## src/rtl/sirq_pkg.sv

```systemverilog
package sirq_pkg;
  localparam int NCH   = 2;
  localparam int SEL_W = 4;
  localparam int DW    = 8;
  localparam int NSRC  = 3;
  localparam int PW    = NCH * NSRC;

  localparam logic [SEL_W-1:0] REG_CMD  = 4'd0;
  localparam logic [SEL_W-1:0] REG_IE   = 4'd1;
  localparam logic [SEL_W-1:0] REG_MSTR = 4'd9;

  localparam logic [2:0] CMD_CLR_EXT = 3'b010;
  localparam logic [2:0] CMD_CLR_TXP = 3'b101;

  localparam int MIE_BIT = 3;

  typedef struct packed {
    logic rx;
    logic tx;
    logic ext;
  } src_t;
endpackage

```

## src/rtl/sirq_chan_ctl.sv

```systemverilog
module sirq_chan_ctl
  import sirq_pkg::*;
(
  input  logic             clk,
  input  logic             rst,
  input  logic             ctl_wr,
  input  logic [SEL_W-1:0] ctl_sel,
  input  logic [DW-1:0]    ctl_wdat,
  input  logic             dat_wr,
  input  logic             dat_rd,
  input  logic             tx_done,
  input  logic             rx_avail,
  input  logic             ext_chg,
  output src_t             set_o,
  output src_t             clr_o
);
  logic       ext_ie_q, tx_ie_q;
  logic [1:0] rx_mode_q;
  logic       disarm_q, disarm_nx;
  logic       wr_cmd, wr_ie;
  logic [2:0] cmd;
  logic       unused_bits;

  assign unused_bits = ^{ctl_wdat[7:6], ctl_wdat[2]};

  assign wr_cmd = ctl_wr && (ctl_sel == REG_CMD);
  assign wr_ie  = ctl_wr && (ctl_sel == REG_IE);
  assign cmd    = ctl_wdat[5:3];

  always_comb begin
    disarm_nx = disarm_q;
    if (dat_wr)
      disarm_nx = 1'b0;
    if (wr_cmd && cmd == CMD_CLR_TXP)
      disarm_nx = 1'b1;
  end

  always_ff @(posedge clk) begin
    if (rst) begin
      ext_ie_q  <= 1'b0;
      tx_ie_q   <= 1'b0;
      rx_mode_q <= 2'b00;
      disarm_q  <= 1'b0;
    end else begin
      disarm_q <= disarm_nx;
      if (wr_ie) begin
        ext_ie_q  <= ctl_wdat[0];
        tx_ie_q   <= ctl_wdat[1];
        rx_mode_q <= ctl_wdat[4:3];
      end
    end
  end

  always_comb begin
    set_o.ext = ext_chg && ext_ie_q;
    set_o.tx  = tx_done && tx_ie_q && !disarm_nx;
    set_o.rx  = rx_avail && (rx_mode_q != 2'b00);
    clr_o.ext = wr_cmd && (cmd == CMD_CLR_EXT);
    clr_o.tx  = wr_cmd && (cmd == CMD_CLR_TXP);
    clr_o.rx  = dat_rd;
  end
endmodule

```

## src/rtl/sirq_pend_reg.sv

```systemverilog
module sirq_pend_reg
  import sirq_pkg::*;
(
  input  logic            clk,
  input  logic            rst,
  input  src_t [NCH-1:0]  set_i,
  input  src_t [NCH-1:0]  clr_i,
  output logic [PW-1:0]   pend_q,
  output logic [PW-1:0]   pend_nx
);
  logic [PW-1:0] set_v, clr_v;

  for (genvar ch = 0; ch < NCH; ch++) begin : g_map
    localparam int BASE = (NCH - 1 - ch) * NSRC;
    assign set_v[BASE +: NSRC] = set_i[ch];
    assign clr_v[BASE +: NSRC] = clr_i[ch];
  end

  assign pend_nx = (pend_q & ~clr_v) | set_v;

  always_ff @(posedge clk) begin
    if (rst) pend_q <= '0;
    else     pend_q <= pend_nx;
  end
endmodule

```

## src/rtl/sirq_out.sv

```systemverilog
module sirq_out
  import sirq_pkg::*;
(
  input  logic                      clk,
  input  logic                      rst,
  input  logic [NCH-1:0]            ctl_wr,
  input  logic [NCH-1:0][SEL_W-1:0] ctl_sel,
  input  logic [NCH-1:0][DW-1:0]    ctl_wdat,
  input  logic [PW-1:0]             pend_q,
  input  logic [PW-1:0]             pend_nx,
  input  logic                      rd_ch,
  output logic                      mie_q,
  output logic                      irq_n,
  output logic [DW-1:0]             pend_rd
);
  logic mie_nx;

  always_comb begin
    mie_nx = mie_q;
    for (int ch = NCH - 1; ch >= 0; ch--) begin
      if (ctl_wr[ch] && ctl_sel[ch] == REG_MSTR)
        mie_nx = ctl_wdat[ch][MIE_BIT];
    end
  end

  always_ff @(posedge clk) begin
    if (rst) begin
      mie_q   <= 1'b0;
      irq_n   <= 1'b1;
      pend_rd <= '0;
    end else begin
      mie_q   <= mie_nx;
      irq_n   <= !(mie_nx && (pend_nx != '0));
      pend_rd <= rd_ch ? '0 : DW'(pend_q);
    end
  end
endmodule

```

## src/rtl/serial_irq_pending.sv

```systemverilog
module serial_irq_pending
  import sirq_pkg::*;
(
  input  logic                      clk,
  input  logic                      rst,
  input  logic [NCH-1:0]            ctl_wr,
  input  logic [NCH-1:0][SEL_W-1:0] ctl_sel,
  input  logic [NCH-1:0][DW-1:0]    ctl_wdat,
  input  logic [NCH-1:0]            dat_wr,
  input  logic [NCH-1:0]            dat_rd,
  input  logic [NCH-1:0]            tx_done,
  input  logic [NCH-1:0]            rx_avail,
  input  logic [NCH-1:0]            ext_chg,
  input  logic                      rd_ch,
  output logic [DW-1:0]             pend_rd,
  output logic                      irq_n
);
  src_t [NCH-1:0] src_set, src_clr;
  logic [PW-1:0]  pend_q, pend_nx;
  logic           mie_q;

  for (genvar ch = 0; ch < NCH; ch++) begin : g_ch
    sirq_chan_ctl u_ctl (
      .clk      (clk),
      .rst      (rst),
      .ctl_wr   (ctl_wr[ch]),
      .ctl_sel  (ctl_sel[ch]),
      .ctl_wdat (ctl_wdat[ch]),
      .dat_wr   (dat_wr[ch]),
      .dat_rd   (dat_rd[ch]),
      .tx_done  (tx_done[ch]),
      .rx_avail (rx_avail[ch]),
      .ext_chg  (ext_chg[ch]),
      .set_o    (src_set[ch]),
      .clr_o    (src_clr[ch])
    );
  end

  sirq_pend_reg u_pend (
    .clk     (clk),
    .rst     (rst),
    .set_i   (src_set),
    .clr_i   (src_clr),
    .pend_q  (pend_q),
    .pend_nx (pend_nx)
  );

  sirq_out u_out (
    .clk      (clk),
    .rst      (rst),
    .ctl_wr   (ctl_wr),
    .ctl_sel  (ctl_sel),
    .ctl_wdat (ctl_wdat),
    .pend_q   (pend_q),
    .pend_nx  (pend_nx),
    .rd_ch    (rd_ch),
    .mie_q    (mie_q),
    .irq_n    (irq_n),
    .pend_rd  (pend_rd)
  );
endmodule

```

## config.mk

```make
export PLATFORM = sky130hd
export DESIGN_NAME = serial_irq_pending
export DESIGN_NICKNAME = d
export VERILOG_FILES = /design/src/rtl/sirq_pkg.sv /design/src/rtl/sirq_chan_ctl.sv /design/src/rtl/sirq_pend_reg.sv /design/src/rtl/sirq_out.sv /design/src/rtl/serial_irq_pending.sv
export SDC_FILE = /design/constraint.sdc
export NUM_CORES = 1
export LEC_CHECK = 0
export BUFFER_PORTS_ARGS = -buffer_cell sky130_fd_sc_hd__buf_2
export CAP_MARGIN = 20
export CELL_PAD_IN_SITES_DETAIL_PLACEMENT = 1
export CELL_PAD_IN_SITES_GLOBAL_PLACEMENT = 1
export CORE_MARGIN = 2
export CORE_UTILIZATION = 34
export DETAILED_ROUTE_END_ITERATION = 16
export HOLD_SLACK_MARGIN = 0.03
export PLACE_DENSITY = 0.78
export SLEW_MARGIN = 20
export SYNTH_ARGS = -nofsm -noshare
export SYNTH_HDL_FRONTEND = slang
export SYNTH_HIERARCHICAL = 1
export SYNTH_SLANG_ARGS = --single-unit
```

## constraint.sdc

```tcl
create_clock -name clk -period 2.35 [get_ports clk]
set_input_delay 0.1175 -clock clk [delete_from_list [all_inputs] [get_ports clk]]
set_output_delay 0.1175 -clock clk [all_outputs]
set_load 0.02 [all_outputs]
```

-- Yosys cells after proc, flatten, opt, wreduce, memory -nomap -nowiden
Index checks and enable logic that the tools add are counted.
- equality and inequality tests: 8
- muxes and demuxes: 6
- bitwise gates (word level): 3
- reductions and logical operators: 28
- operators by type and width (cell ; count):
    1-bit logical AND ; 19
    4-bit by 1-bit equality test with 1-bit output, second input constant ; 2
    4-bit equality test, second input constant ; 2
    4-bit logical NOT ; 2
    6-bit bitwise AND ; 1
    3-bit by 2-bit equality test with 1-bit output, second input constant ; 2
    3-bit equality test, second input constant ; 2
    1-bit two-way mux ; 6
    6-bit inverter ; 1
    6-bit bitwise OR ; 1
    6-bit nonzero test ; 1
    2-bit nonzero test ; 2
    1-bit logical NOT ; 3
    2-bit OR reduction ; 1
- register bits: 26
- input port bits: 39
- output and inout port bits: 9
- word-level logic and storage cells: 58

-- Logic depth before layout (Yosys ltp)
Gate-level depths: netlist of the first run.
- depth in word-level cells: 10
- gate-level depth with buffers: 8
- mapped depth without buffers: 8

-- Modules after synthesis
Netlist of the first run, hierarchy kept.
- by module, submodules not included (module ; instances ; cells an instance ; area each (um^2)):
    sirq_chan_ctl ; 2 ; 32 ; 282.8
    sirq_out ; 1 ; 29 ; 295.3
    sirq_pend_reg ; 1 ; 30 ; 277.8

-- Worst setup path before layout of the first run
Ideal clock, no wire load.
- path type: input to register
- from: in ctl_sel[1] in the netlist's numbering
- to: reg u_out.irq_n
- library setup time: 0.057 ns
- data arrival time: 1.673 ns
- setup slack: 0.620 ns
- stages on the path: 7
- path through: or4b_4 nor4_4 nand2b_4 nand2_1 or4_1 nor3_1 or4_1
- RTL lines (what ; line ; source):
    start: declaration ; serial_irq_pending.sv:7 ; input logic [NCH-1:0][SEL_W-1:0] ctl_sel,
    end signal: assignment ; sirq_out.sv:33 ; irq_n <= !(mie_nx && (pend_nx != '0));
    end: declaration ; sirq_out.sv:13 ; output logic irq_n,

==> results of run 1 <==
[worst max-delay path: stages]
cell and delay, ps:
buf_2 120, or4b_4 580, nor4_4 210, nand2b_4 160, nand2_1 40, or4_1 400
nor3_1 150, or4_1 120
[cell type report]
type | count | area [um2] | share of cell area, %
Inverter | 8 | 30.03 | 2.107
Clock buffer | 3 | 22.52 | 1.580
Timing Repair Buffer | 40 | 202.7 | 14.22
Sequential cell | 24 | 480.5 | 33.71
Multi-Input combinational cell | 88 | 601.8 | 42.23
Tap cell | 46 | 57.56 | 4.039
Clock inverter | 1 | 30.03 | 2.107
[routing by layer]
metal,track usage [%],routed length (um),up-vias
met3,1.863,64,2
met1,18.61,1131,455
met2,28.87,1457,16
li1,-,-,508
met5,0,0,-
met4,4.559,21,0
[how the worst min path moves through the flow]
stage           startpoint                     end  slack (ps)  depth (start not counted)
2_1_floorplan          rst  g_ch[0].u_ctl/ext_ie_q         190                          1
3_3_place_gp   ctl_wdat[8]  g_ch[1].u_ctl/ext_ie_q         380                          3
3_5_place_dp   ctl_wdat[9]   g_ch[1].u_ctl/tx_ie_q         390                          3
4_1_cts        ctl_wdat[9]   g_ch[1].u_ctl/tx_ie_q          40                          3
5_1_grt        ctl_wdat[8]  g_ch[1].u_ctl/ext_ie_q          40                          3
6_report       ctl_wdat[9]   g_ch[1].u_ctl/tx_ie_q          50                          3
[flip-flops by register name, indices dropped and copies added, names as in the netlist]
name                  count
g_ch.u_ctl/disarm_q       2
g_ch.u_ctl/ext_ie_q       2
u_out/pend_rd             6
u_out/irq_n               1
g_ch.u_ctl/rx_mode_q      4
u_out/mie_q               1
g_ch.u_ctl/tx_ie_q        2
u_pend/pend_q             6
[cell families (layout without fill, tap and decap cells)]
group / after synthesis / in the layout / synth area share, %
AO/OA/AOI/OAI: 27 / 27 / 12.53
buffers and inverters: 12 / 52 / 5.275
AND/OR/NAND/NOR: 59 / 59 / 39.67
flip-flops: 24 / 24 / 42.20
other: 1 / 2 / 0.3294
[metrics by stage]
step	setup slack [ps]	util, %	std cells
finish	705.0	43.39	210
global placement	376.0	41.79	206
global route	587.2	43.39	210
CTS	694.2	43.39	210
floorplan	619.8	-	124
detailed placement	356.9	41.79	206
[synth_stat cells]
cell type and count:
conb_1 1, o21a_1 2, or4b_4 2, dfxtp_1 24
and3b_1 1, nand2_1 8, o21ai_1 8, nor4_4 2
nand2b_4 6, and4bb_1 1, and2_1 8, a21boi_1 1
buf_4 4, nor4bb_1 2, nor3b_1 1, and4_1 2
a21oi_1 16, nor4b_2 2, or4_1 2, and3_1 2
nor2b_1 2, inv_1 8, nor2_1 6, nand3_1 10
nor3_1 2
[power groups by stage]
stage | Combinational (mW) | Clock, mW | Sequential [mW]
global placement | 0.0758 | 0 | 0.421
detailed placement | 0.0789 | 0 | 0.422
floorplan | 0.0329 | 0 | 0.422
CTS | 0.0797 | 0.303 | 0.413
global route | 0.0875 | 0.319 | 0.413
finish | 0.0791 | 0.292 | 0.412
[cell usage in the layout (no fill, tap or decap), drive strengths merged]
cell type,n
nor4bb,2
nor4b,2
bufinv,1
and3,2
and3b,1
or4,2
and2,8
nand2,8
inv,8
nor4,2
dfxtp,24
nor3b,1
or4b,2
nor3,2
nor2,6
and4bb,1
buf,40
conb,2
nand2b,6
clkbuf,3
o21ai,8
nand3,10
nor2b,2
a21oi,16
and4,2
o21a,2
a21boi,1
==> flow_summary.toml, run 1 <==
[clock_network]
hold_buffers = 0
clk_latency_ps = 310
cts.path.max_buffers = 2
cts_resized = 0
cts_inserted_buffers = 3
htree_levels = 1
postCtsSetupBuffers = 0
clk_pin_slew_worst_paths_ps = 130
cts.sinks = 24
cts_tree = "yes"
cts_root_buffer = "clkbuf_4"

[route]
first_pass_iters = 4
drcViolationCount = 0
ant_nets = 0
vias = 981
first_iter_violations = 23
drt_wl_total_um = 2675
vias_per_cell = 4.671
wl_per_cell_um = 12.74

[global_route]
grt-ovfl-total = 0
grt_pass1_vias = 1017
grt_usage_pct = 15.53
antenna_found_initial = 0
grt_max_degree = 20
grt_pass1_wl_um = 4464

[synth]
yosys.area.top_type_share_pct = 42.20
yosysSeqAreaShare_pct = 42.20
synthTopCellsByArea = "dfxtp_1 (42%), nand2b_4 (7.3%), a21oi_1 (7.0%), and2_1 (4.4%), nand3_1 (4.4%)"
synth_warnings = 6
synth_seq_cells = 24
syn_inst = 123
synth_area_um2 = 1139
yosysTopAreaCell = "dfxtp_1"
synthDistinctLibCells = 25
avgSynthCellArea_um2 = 9.257

[timing]
fin_setup_tns_ps = 0
rsz0062_at_grt = "no"
fin_skew_ps = 4.175
hold_viol = 0
fin_crit_ps = 1645
max_slew_margin_pct = 63.21
slew_violations = 0
fmax_mhz = 607.9
finalHoldWorstSlack_ps = 47.18
post-route-period-util_pct = 70.00
worstMarginPinSlew_ps = 550.4
setup_violations = 0

[pwr]
max-vdd-ir-drop_mv = 0.2569
power.switching_mw = 0.1655
intPower_mw = 0.6176
power.total_mw = 0.7831
power_leakage_nw = 0.6180
pwr-share-comb_pct = 10.1
pwr-share-seq_pct = 52.7
netSwitchingFraction_pct = 21.13
power_density_nw_per_um2 = 549.5
p_clk_share_pct = 37.2

[critical_path]
required_ps = 2620
cp-start-kind = "primary input"
cp_max_fo = 5
endpoint_kind = "register"
crit_arrival_ps = 1910
rr_startpoint = "g_ch[0].u_ctl/disarm_q"
crit_type = "in2reg"
r2r_end = "u_out/irq_n"
worstSetupStartpoint = "ctl_sel[1]"
cp-endpoint = "u_out/irq_n"
r2r_setup_slack_ps = 820
rr_worst_depth = 8

[floorplanning]
io_pins = 48
die-area_um2 = 3828
coreArea_um2 = 3284
fp.dieW_um = 61.87
initial_core_util_pct = 34.67
die_y_um = 61.87
rows = 21

[cells_and_area]
layout-drive-gt1-share_pct = 34.15
finalNetCount = 204
area_growth_pct = 25.17
n_antenna_cell = 0
nFillCells = 413
finalInstanceArea_um2 = 1425

[place]
portBuffers = 39
gp_congestion = 0.7758
placed_area_um2 = 1373
hpwlAfterDp_um = 2142

[hold_path]
min_path_type = "in2reg"

[status]
status = "completed"

[job]
max-cap-violations = 0
No activity file was read; power rests on OpenSTA's default activity.
==> run 2: changes to the inputs <==
- CORE_UTILIZATION: 34 -> 30
- PLACE_DENSITY: 0.78 -> 0.73
- clock period: 2.35 -> 1.4 ns (I/O delays scaled with it)
==> run 2 against run 1 <==
Net effect:
- critical endpoint unchanged
- clock power rose by 56%
- the flow now finishes with violations (negative setup slack)
- final cell count grew 7.6%
- die area increased by 12%
- highest routed layer unchanged
- largest cell class unchanged
- critical path type unchanged
==> flow_summary.toml, run 2 (synthesized netlist as in run 1, its figures left out) <==
[timing]
fmax_mhz = 638.6
setup_ws_ps = -165.9
fin_crit_ps = 1566
fin_skew_ps = 0.7707
slew_violations = 0
setup_violations = 1
hold_viol = 0
rsz0062_at_grt = "yes"
fin_setup_tns_ps = -165.9
post-route-period-util_pct = 111.9

[route]
wl_met1_um = 1172
drcViolationCount = 0
drt_wl_total_um = 2775
highest_layer = "met4"
vias = 1026
routed-wl-met2_um = 1479
wl_met3_um = 96
wl_per_cell_um = 12.28
vias_per_cell = 4.540
first_pass_iters = 4
first_iter_violations = 20
ant_nets = 0

[critical_path]
cp_max_fo = 3
rr_worst_depth = 8
worstSetupStartpoint = "ctl_sel[1]"
cp-start-kind = "primary input"
crit_arrival_ps = 1770
cp-endpoint = "u_out/irq_n"
required_ps = 1610
crit_type = "in2reg"
endpoint_kind = "register"
r2r_setup_slack_ps = -100
rr_startpoint = "g_ch[0].u_ctl/disarm_q"
r2r_end = "u_out/irq_n"

[pwr]
power_leakage_nw = 0.6885
max-vdd-ir-drop_mv = 0.2961
power_density_nw_per_um2 = 843.6

[cells_and_area]
multi_input_area_um2 = 601.8
reg_top3 = "u_out/pend_rd (6), u_pend/pend_q (6), g_ch.u_ctl/rx_mode_q (4)"
mostFrequentLayoutCells = "buf_2 (37), dfxtp_1 (24), a21oi_1 (16)"
finalNetCount = 218
fin_cells = 226
n_antenna_cell = 0
final_util_pct = 42.28
area_growth_pct = 35.93
finalInstanceArea_um2 = 1548
seqCellArea_um2 = 480.5
layout-drive-gt1-share_pct = 39.33
nFillCells = 450
final_common_cell = "buf_2"

[hold_path]
min_path_type = "in2reg"
whs_path_depth = 3

[floorplanning]
io_pins = 48
initial_core_util_pct = 31.10
fp.dieW_um = 65.61
rows = 22
die-area_um2 = 4304
die_y_um = 65.61
coreArea_um2 = 3661

[global_route]
grt_usage_pct = 14.30
grt-ovfl-total = 0
grt_pass1_vias = 1062
grt_pass1_wl_um = 4795
antenna_found_initial = 0
grt_max_degree = 20

[place]
hpwlAfterDp_um = 2390
portBuffers = 39
gp_congestion = 0.7975
placed_area_um2 = 1480
dp.cells = 222

[clock_network]
clk_latency_ps = 260
clk_pin_slew_worst_paths_ps = 80
cts_tree = "yes"
htree_levels = 1
cts_inserted_buffers = 3
cts.path.max_buffers = 2
hold_buffers = 0
cts_root_buffer = "clkbuf_8"
cts.sinks = 24

[status]
violations = "negative setup slack"
status = "finished with violations"

[job]
max-cap-violations = 0
==> run 2: worst min path at each step <==
stage | to | from
CTS | g_ch[1].u_ctl/ext_ie_q | ctl_wdat[8]
finish | g_ch[1].u_ctl/ext_ie_q | ctl_wdat[8]
floorplan | g_ch[0].u_ctl/ext_ie_q | rst
global placement | g_ch[0].u_ctl/ext_ie_q | ctl_wdat[0]
global route | g_ch[1].u_ctl/tx_ie_q | ctl_wdat[9]
detailed placement | g_ch[1].u_ctl/ext_ie_q | ctl_wdat[8]
==> run 2: area by class of cell <==
class                           count  area share [%]
Inverter                            8           1.940
Clock buffer                        4           3.557
Multi-Input combinational cell     88           38.88
Tap cell                           48           3.880
Timing Repair Buffer               54           20.70
Sequential cell                    24           31.04
==> run 2: layer usage <==
layer / vias to the layer above / global-route usage, %
li1: 534 / -
met1: 471 / 17.73
met2: 19 / 25.13
met3: 2 / 1.712
met4: 0 / 5.469
met5: - / 0
==> run 2: report_power, final <==
group          total (mW)  internal, mW  switching [mW]
clock network       0.455         0.250           0.205
logic               0.159        0.0805          0.0784
registers           0.691         0.688         0.00324
total                1.31          1.02           0.287
==> run 2: metrics by stage <==
| step | setup slack, ps | hold slack [ps] | power [mW] |
|---|---|---|---|
| final | -165.9 | 57.95 | 1.306 |
| after global routing | -258.6 | 62.07 | 1.384 |
| after CTS | -175.5 | 49.18 | 1.336 |
| after detailed placement | -481.4 | 334.2 | 0.8647 |
| after global placement | -421.4 | 330.8 | 0.8577 |
| after floorplan | -282.7 | 139.1 | 0.7628 |
==> run 2: worst max-delay path: stages <==
cell      delay, ps
buf_6           100
or4b_4          550
nor4_4          210
nand2b_4        160
nand2_1          40
or4_1           400
nor3_1          120
or4_1           130
==> run 2: repair_timing <==
item / CTS / global route
pin swaps: 0 / 0
endpoints found under the setup margin: 1 / 1
buffers inserted: 0 / 0
gates resized for setup: 2 / 0
==> run 3: changes to the inputs <==
- CORE_UTILIZATION: 30 -> 34
- PLACE_DENSITY: 0.73 -> 0.78
- clock period: 1.4 -> 1.8 ns (I/O delays scaled with it)
==> run 3 against run 2 <==
Net effect:
- the run now ends clean
- routed wire length rose by 2.9%
- sequential share of layout area up 1.3 points
- total power is 20% lower
- critical endpoint unchanged
==> flow_summary.toml, run 3 (synthesized netlist as in run 1, its figures left out) <==
[status]
status = "completed"

[pwr]
pwr-share-seq_pct = 51.8
intPower_mw = 0.8143
pwr-share-comb_pct = 10.7
power_density_nw_per_um2 = 699.4
power.switching_mw = 0.2262
power_leakage_nw = 0.6479
p_clk_share_pct = 37.5
netSwitchingFraction_pct = 21.74
power.total_mw = 1.041
max-vdd-ir-drop_mv = 0.3965

[timing]
fmax_mhz = 639.7
finalHoldWorstSlack_ps = 41.14
post-route-period-util_pct = 86.85
rsz0062_at_grt = "no"
fin_skew_ps = 1.952
fin_crit_ps = 1563
worstMarginPinSlew_ps = 548.5
hold_viol = 0
fin_setup_tns_ps = 0
max_slew_margin_pct = 63.34
setup_violations = 0
setup_ws_ps = 236.8
slew_violations = 0

[global_route]
grt_busiest_layer = "met2"
met3_usage_pct = 4.348
grt_max_degree = 20
grt_usage_pct = 16.35
met1_usage_pct = 18.48
antenna_found_initial = 0
grt_pass1_vias = 1015
use_met2_pct = 28.72
grt_pass1_wl_um = 4491
grt-ovfl-total = 0

[route]
wl_per_cell_um = 13.16
drcViolationCount = 0
vias = 1053
drt_wl_total_um = 2855
first_iter_violations = 5
first_pass_iters = 4
vias_per_cell = 4.853
ant_nets = 0

[floorplanning]
die_y_um = 61.87
fp.dieW_um = 61.87
rows = 21
initial_core_util_pct = 34.67
io_pins = 48
coreArea_um2 = 3284
die-area_um2 = 3828

[cells_and_area]
n_antenna_cell = 0
fin_cells = 217
finalNetCount = 211
nFillCells = 409
area_growth_pct = 30.66
final_util_pct = 45.30
reg_top3 = "u_out/pend_rd (6), u_pend/pend_q (6), g_ch.u_ctl/rx_mode_q (4)"
final_common_cell = "buf_2"
mostFrequentLayoutCells = "buf_2 (39), dfxtp_1 (24), a21oi_1 (16)"
layout-drive-gt1-share_pct = 34.50
finalInstanceArea_um2 = 1488

[place]
dp.cells = 209
hpwlAfterDp_um = 2251
gp_congestion = 0.7558
dpl_worst_slack_ps = -117.6
portBuffers = 39
placed_area_um2 = 1395

[critical_path]
crit_arrival_ps = 1840
worstSetupStartpoint = "ctl_sel[1]"
required_ps = 2070
cp-start-kind = "primary input"
rr_worst_depth = 8
cp-endpoint = "u_out/irq_n"
crit_type = "in2reg"
r2r_setup_slack_ps = 300
r2r_end = "u_out/irq_n"
rr_startpoint = "g_ch[0].u_ctl/disarm_q"
cp_max_fo = 3
endpoint_kind = "register"

[clock_network]
htree_levels = 1
clk_pin_slew_worst_paths_ps = 130
cts_root_buffer = "clkbuf_4"
clk_latency_ps = 320
cts.sinks = 24
cts_resized = 0
cts_inserted_buffers = 3
cts_tree = "yes"
cts.path.max_buffers = 2

[job]
max-cap-violations = 0

[hold_path]
min_path_type = "in2reg"
[run 3: worst max-delay path: stages]
cell and delay [ps]:
buf_2 120, or4b_4 560, nor4_4 230, nand2b_4 160, nand2_1 40, or4_1 380, nor3_1 130, or4_1 120
[run 3: what timing repair did]
action                                  4_1_cts  5_1_grt
buffers inserted                              0        0
endpoints found under the hold margin         4        0
endpoints found under the setup margin        0        0
hold buffers                                  4        0
[run 3: how the worst min path moves through the flow]
stage / from / endpoint / slack (ps) / cells past startpoint
2_1_floorplan: rst / g_ch[0].u_ctl/ext_ie_q / 160 / 1
3_3_place_gp: ctl_wdat[8] / g_ch[1].u_ctl/ext_ie_q / 350 / 3
3_5_place_dp: ctl_wdat[9] / g_ch[1].u_ctl/tx_ie_q / 360 / 3
4_1_cts: dat_rd[0] / u_pend/pend_q[5] / 30 / 3
5_1_grt: dat_rd[0] / u_pend/pend_q[5] / 30 / 3
6_report: dat_rd[0] / u_pend/pend_q[5] / 40 / 3
[run 3: power by group through the flow]
stage	sequential (mW)	clock, mW	combinational (mW)
floorplan	0.550	0	0.0429
global placement	0.550	0	0.102
detailed placement	0.550	0	0.105
CTS	0.539	0.398	0.112
global route	0.540	0.415	0.124
finish	0.539	0.390	0.112
[run 3: layout make-up]
type | count | area, um2 | share of cell area [%]
tap | 46 | 57.56 | 3.869
clock inverter | 1 | 30.03 | 2.018
timing repair buffer | 47 | 265.3 | 17.83
inverter | 8 | 30.03 | 2.018
multi-input combinational | 88 | 601.8 | 40.45
sequential | 24 | 480.5 | 32.30
clock buffer | 3 | 22.52 | 1.514
[run 3: per-layer routing]
metal | up-vias | wire (um) | share of wire [%]
li1 | 521 | - | -
met1 | 499 | 1203 | 42
met5 | - | 0 | 0
met4 | 0 | 85 | 3.0
met3 | 8 | 104 | 3.6
met2 | 25 | 1461 | 51
